==> config.mk <==
export PLATFORM = sky130hd
export DESIGN_NAME = aging_guard_monitor
export DESIGN_NICKNAME = d
export VERILOG_FILES = /design/src/rtl/amon_pkg.sv /design/src/rtl/amon_sampler.sv /design/src/rtl/amon_fsm.sv /design/src/rtl/amon_tally.sv /design/src/rtl/aging_guard_monitor.sv
export SDC_FILE = /design/constraint.sdc
export NUM_CORES = 1
export LEC_CHECK = 0
export BUFFER_PORTS_ARGS = -buffer_cell sky130_fd_sc_hd__buf_4
export CAP_MARGIN = 20
export CORE_AREA = 3 3 40 42
export CTS_BUF_LIST = sky130_fd_sc_hd__clkbuf_8
export DETAILED_ROUTE_END_ITERATION = 8
export DIE_AREA = 0 0 43 45
export PLACE_DENSITY = 0.59
export SYNTH_ARGS = -nofsm -noshare
export SYNTH_HDL_FRONTEND = slang
export SYNTH_SLANG_ARGS = --single-unit
export TNS_END_PERCENT = 5
==> constraint.sdc <==
create_clock -name clk -period 1.75 [get_ports clk]
set_clock_uncertainty 0.2 [all_clocks]
set_input_delay 0.0875 -clock clk [delete_from_list [all_inputs] [get_ports clk]]
set_output_delay 0.0875 -clock clk [all_outputs]
set_load 0.05 [all_outputs]
==> src/rtl/amon_pkg.sv <==
package amon_pkg;
    typedef enum logic [1:0] {
        ST_IDLE  = 2'd0,
        ST_WATCH = 2'd1,
        ST_LATE  = 2'd2
    } amon_state_e;
endpackage

==> src/rtl/amon_sampler.sv <==
module amon_sampler (
    input  logic clk,
    input  logic rst_n,
    input  logic data_i,
    output logic diff_o
);
    logic samp_q;

    always_ff @(posedge clk) begin
        if (!rst_n) samp_q <= 1'b0;
        else        samp_q <= data_i;
    end

    // the current input differs from the value held since the last edge
    assign diff_o = data_i ^ samp_q;
endmodule

==> src/rtl/amon_fsm.sv <==
module amon_fsm
    import amon_pkg::*;
(
    input  logic clk,
    input  logic rst_n,
    input  logic data_i,
    input  logic win_i,
    input  logic diff_i,
    output logic det_o,
    output logic o1_o,
    output logic o2_o
);
    amon_state_e state_q, state_d;

    // a change only counts when the window was already open at the previous edge
    assign det_o = (state_q == ST_WATCH) && win_i && diff_i;

    always_comb begin
        state_d = state_q;
        unique case (state_q)
            ST_IDLE:  if (win_i) state_d = ST_WATCH;
            ST_WATCH: begin
                if (!win_i)     state_d = ST_IDLE;
                else if (det_o) state_d = ST_LATE;
            end
            ST_LATE:  if (!win_i) state_d = ST_IDLE;
            default:  state_d = ST_IDLE;
        endcase
    end

    always_ff @(posedge clk) begin
        if (!rst_n) state_q <= ST_IDLE;
        else        state_q <= state_d;
    end

    always_ff @(posedge clk) begin
        if (!rst_n) begin
            o1_o <= 1'b0;
            o2_o <= 1'b1;
        end else begin
            o1_o <= data_i;
            o2_o <= (state_d == ST_LATE) ? data_i : ~data_i;
        end
    end
endmodule

==> src/rtl/amon_tally.sv <==
module amon_tally #(
    parameter int CNT_W = 4
) (
    input  logic             clk,
    input  logic             rst_n,
    input  logic             det_i,
    input  logic             clr_i,
    output logic             sticky_o,
    output logic [CNT_W-1:0] cnt_o
);
    localparam logic [CNT_W-1:0] CNT_MAX = {CNT_W{1'b1}};

    always_ff @(posedge clk) begin
        if (!rst_n) begin
            sticky_o <= 1'b0;
            cnt_o    <= '0;
        end else begin
            sticky_o <= det_i | (sticky_o & ~clr_i);
            if (det_i && (cnt_o != CNT_MAX))
                cnt_o <= cnt_o + 1'b1;
        end
    end
endmodule

==> src/rtl/aging_guard_monitor.sv <==
module aging_guard_monitor #(
    parameter int CNT_W = 4
) (
    input  logic             clk,
    input  logic             rst_n,
    input  logic             data_i,
    input  logic             win_i,
    input  logic             clr_i,
    output logic             o1_o,
    output logic             o2_o,
    output logic             alarm_sticky_o,
    output logic [CNT_W-1:0] alarm_cnt_o
);
    logic diff;
    logic det;

    amon_sampler u_samp (
        .clk    (clk),
        .rst_n  (rst_n),
        .data_i (data_i),
        .diff_o (diff)
    );

    amon_fsm u_fsm (
        .clk    (clk),
        .rst_n  (rst_n),
        .data_i (data_i),
        .win_i  (win_i),
        .diff_i (diff),
        .det_o  (det),
        .o1_o   (o1_o),
        .o2_o   (o2_o)
    );

    amon_tally #(.CNT_W(CNT_W)) u_tally (
        .clk      (clk),
        .rst_n    (rst_n),
        .det_i    (det),
        .clr_i    (clr_i),
        .sticky_o (alarm_sticky_o),
        .cnt_o    (alarm_cnt_o)
    );
endmodule

# Yosys cells after proc, flatten, opt, wreduce, memory -nomap -nowiden
# Cells that the tools add are included.
[totals]
reg_bits = 9
out_inout_bits = 7
[op_classes]
addsub = 1
n_eq_ne = 4
muxes = 6
bitwise_logic = 5
reduce_logical = 4
[op_table]
columns = ["op", "n"]
rows = [
  ["$mux 2", 4],
  ["$pmux 2 s3", 1],
  ["$add 4x1->4 const B", 1],
  ["$eq 2x2->1 const B", 2],
  ["$ne 4x4->1 const B", 1],
  ["$logic_and 1x1->1", 3],
  ["$eq 2x1->1 const B", 1],
  ["$logic_not 2->1", 1],
  ["$not 1->1", 2],
  ["$and 1x1->1", 1],
  ["$mux 1", 1],
  ["$or 1x1->1", 1],
  ["$xor 1x1->1", 1],
]

# Logic depth before layout (Yosys ltp)
[logic_depth]
depth_word = 8
mapped_depth = 4

# Modules after synthesis
# A second synthesis with hierarchy kept.
[unflattened]
cells_unflattened = 43
area_unflattened_um2 = 430.4
[by_module_without_submodules]
columns = ["module", "n_inst", "cells_each", "area_per_inst_um2", "seq_area_each_um2"]
rows = [
  ["amon_tally", 1, 26, 235.2, 100.1],
  ["amon_fsm", 1, 14, 158.9, 80.1],
  ["amon_sampler", 1, 3, 36.3, 20.0],
]

# Worst setup path before layout
# No wires, ideal clock.
[synth_path]
path_type = "register to register"
from = "register, netlist name u_fsm.o1_o"
to = "register u_tally.cnt_o[0]"
arrival_ns = 1.407
required_time_ns = 1.478
path_slack_ns = 0.071
stages_incl_launch_ff = 4
period_less_slack_ns = 1.679
path_cell_list = "dfxtp_1 -> xnor2_1 -> a311oi_2 -> mux2i_1"
[synth_lines]
columns = ["item", "line", "rtl"]
rows = [
  ["end signal: assignment", "amon_tally.sv:20", "cnt_o <= cnt_o + 1'b1;"],
  ["end: declaration", "amon_tally.sv:9", "output logic [CNT_W-1:0] cnt_o"],
]

# Worst setup path in the final report
[layout_path]
from = "input data_i"
to = "register u_tally.cnt_o[1]"
[layout_via]
elab_chain_len = 3
[layout_lines]
columns = ["item", "line", "rtl"]
rows = [
  ["start: declaration", "aging_guard_monitor.sv:6", "input logic data_i,"],
  ["$xor 1x1->1", "amon_sampler.sv:15", "assign diff_o = data_i ^ samp_q;"],
  ["$logic_and 1x1->1", "amon_fsm.sv:16", "assign det_o = (state_q == ST_WATCH) && win_i && diff_i;"],
  ["$logic_and 1x1->1", "amon_tally.sv:19", "if (det_i && (cnt_o != CNT_MAX))"],
]
# Every way passes these cells.
# A chain may end at the register's enable or synchronous reset.

==> summary.txt <==
Outcome
  • Status: finished, final reports clean

Clocking
  • Hold Buf Count CTS: 4
  • TritonCTS clock tree: yes
  • Root buffer cell: clkbuf_8
  • H-tree levels: 1
  • Worst-Skew Late Latency: 0.23 ns
  • Resized Gates After CTS: 0
  • CTS buffer count: 3
  • Setup repair bufs after CTS: 0
  • Clock buffer depth: 2
  • Worst-path clk slew: 0.04 ns
  • Sink Count: 9

Routing
  • Vias: 424
  • WL/cell: 12.8 um
  • Starting DRT DRC Count: 4
  • Vias per Instance: 5.17
  • Initial DRT Pass Iterations: 4
  • DRT Wirelength: 1050 um
  • Remaining DRCs: 0
  • Detail Route Antenna Nets: 0

STA
  • Max frequency: 631 MHz
  • Hold Vio Cnt, Final: 0
  • Post-layout min period: 1.58 ns
  • Final Worst Setup Slack: 0.165 ns
  • Worst slew margin: 74.4%
  • Finish-stage setup viols: 0
  • Setup_tns: 0 ns
  • RSZ-0062 raised after global routing: no
  • Max-slew violation count: 0
  • Worst slew pin tran: 0.383 ns
  • Final Cycle Share: 90.5%

Power
  • Leak: 0.253 nW
  • Clock power share: 44.6%
  • Combinational Power Share: 14.1%
  • PwrDens: 857 nW/um2
  • Sw Pwr: 136 uW
  • P_int: 397 uW
  • Share of power burned in registers: 41.3%
  • Switching Share: 25.5%
  • IR Drop Worst-Case VDD: 420 uV

Setup path
  • Crit path from: data_i
  • Slowest Stage Delay on Critical Path: 0.53 ns
  • Worst path cell trace: dlygate4sd3_1 -> buf_4 -> xnor2_1 -> a311oi_2 -> mux2i_1
  • Setup crit start kind: input pin
  • FF-to-FF path depth: 3
  • CP Max Fanout: 7
  • Worst EP arrival: 1.55 ns
  • CP max-delay cell: dlygate4sd3_1
  • WP data required: 1.71 ns
  • R2R Path Start: u_tally.cnt_o[0]$_SDFFE_PN0P_
  • CP endpoint kind: register
  • Crit path kind: in2reg

Global routing
  • Number of global-route vias before repair: 406
  • Grt ovf: 0
  • Total Routing Usage GR: 12.5%
  • Initial antenna violation count: 0
  • Pin count of the biggest net entering global routing: 10
  • First-pass GRT wire length: 1780 um

Synth
  • #FFs+latches synth: 9
  • Synth cell types: 24
  • Largest cells by area after synthesis: dfxtp_1 40%, nand2_1 6.7%, nand2b_1 5.6%, mux2i_1 4.5%, o2111ai_1 3.9%
  • Yosys top cell area share: 40.3%
  • Synthesis Warnings: 0
  • Synth Instances: 49
  • Syn avg cell area: 9.12 um2
  • Synth Cell Area: 447 um2
  • Seq/Total Area, Yosys: 40.3%
  • Synth Net Count: 55
  • Cell taking the most area after synthesis: dfxtp_1

Final layout
  • Area Growth Syn to Fin: 39.2%
  • Final #Nets: 74
  • Proportion of layout cells with a drive suffix above 1: 23.9%
  • Fillers: 133
  • Antenna Cells: 0

Job
  • Max_cap viols: 0

Die
  • Die Area: 1940 um2
  • Starting Density: 34.8%
  • Die Wd: 43 um
  • Die H: 45 um
  • Core Area: 1280 um2
  • Row cnt: 13
  • Io pins: 12

Worst hold path
  • Hold Path Class: reg2reg
  • Hold Startpoint: u_tally.cnt_o[0]$_SDFFE_PN0P_
  • Hold depth: 2

Placed design
  • Dpl hpwl: 667 um
  • IO Port Bufs: 11
  • Pre-CTS setup slack: 0.315 ns
  • RD Place Congestion: 0.657
[layout make-up]
cell class	count	area (um2)	area share, %
Multi-Input combinational cell	37	248	39.8
Inverter	2	7.51	1.21
Sequential cell	9	180	29.0
Tap cell	15	18.8	3.02
Timing Repair Buffer	15	123	19.7
Clock buffer	3	41.3	6.64
Clock inverter	1	3.75	0.604
[routing by layer]
metal  GRT usage, %  vias up  routed length [um]
li1               -      213                   -
met1           14.6      198                 469
met2           20.7       11                 507
met3           4.78        2                  60
met4           5.42        0                   8
met5              0        -                   0
[kinds of logic after synthesis]
kind of cell    synth area share (%)
compound gates                  15.7
buf+inv                         4.20
mux                             4.48
flops                           40.3
simple gates                    28.6
xor+xnor                        3.92
fa+ha+maj                       2.80
[cell usage in the layout, fill, tap and decap left out, types with 2 or more instances in the layout]
master,synthesis,layout
a21oi_1,2,2
a211oi_1,2,2
clkbuf_8,0,3
inv_1,2,3
a31oi_1,2,2
o2111ai_1,2,2
nand2b_1,4,4
nand2_1,8,8
nand3b_1,2,2
buf_4,0,11
mux2i_1,2,2
dfxtp_1,9,9
dlygate4sd3_1,0,4
[flip-flops by register name, indices dropped and copies added (netlist names)]
name and cells:
u_fsm.o1_o 1, u_fsm.o2_o 1, u_fsm.state_q 2, u_tally.cnt_o 4, u_tally.sticky_o 1
[worst max-delay path, delay by kind of cell]
| family | cells | cell delay [ns] |
|---|---|---|
| xor gates and xnor gates | 1 | 0.18 |
| muxes | 1 | 0.22 |
| AOI/OAI and AO/OA | 1 | 0.37 |
| buffers and inverters | 2 | 0.69 |
[cells in the mapped netlist]
library cell and count:
a211oi_1 2, a21oi_1 2, a311oi_2 1, a31oi_1 2, and2_2 1, and3_1 1
and3b_1 1, buf_6 1, dfxtp_1 9, ha_1 1, inv_1 2, mux2i_1 2
nand2_1 8, nand2b_1 4, nand3_1 1, nand3b_1 2, nor2_1 1, nor2b_1 1
nor3_1 1, nor4_1 1, nor4b_1 1, o2111ai_1 2, xnor2_1 1, xor2_1 1
[per-stage QoR]
stage / instances / hold WS (ns) / util (%) / total power [mW] / area (um2)
after floorplan: 49 / -0.0407 / - / 0.269 / 447
after global placement: 74 / 0.149 / 41.8 / 0.291 / 537
after detailed placement: 74 / 0.140 / 41.8 / 0.291 / 537
after CTS: 82 / 0.296 / 48.4 / 0.538 / 622
after global routing: 82 / 0.331 / 48.4 / 0.556 / 622
final: 82 / 0.294 / 48.4 / 0.533 / 622
[power groups by stage]
stage / combinational [mW] / clock, mW / sequential, mW
2_1_floorplan: 0.0291 / 0 / 0.240
3_3_place_gp: 0.0677 / 0 / 0.223
3_5_place_dp: 0.0679 / 0 / 0.224
4_1_cts: 0.0755 / 0.243 / 0.220
5_1_grt: 0.0824 / 0.253 / 0.221
6_report: 0.0753 / 0.238 / 0.220
[final timing paths]
path | slack (ns) | end
setup reg to reg | 0.30 | u_tally.cnt_o[1]$_SDFFE_PN0P_
hold / removal | 0.29 | u_tally.cnt_o[0]$_SDFFE_PN0P_
setup / recovery | 0.17 | u_tally.cnt_o[1]$_SDFFE_PN0P_
hold reg to reg | 0.29 | u_tally.cnt_o[0]$_SDFFE_PN0P_
Power figures use the tool's default switching activity.
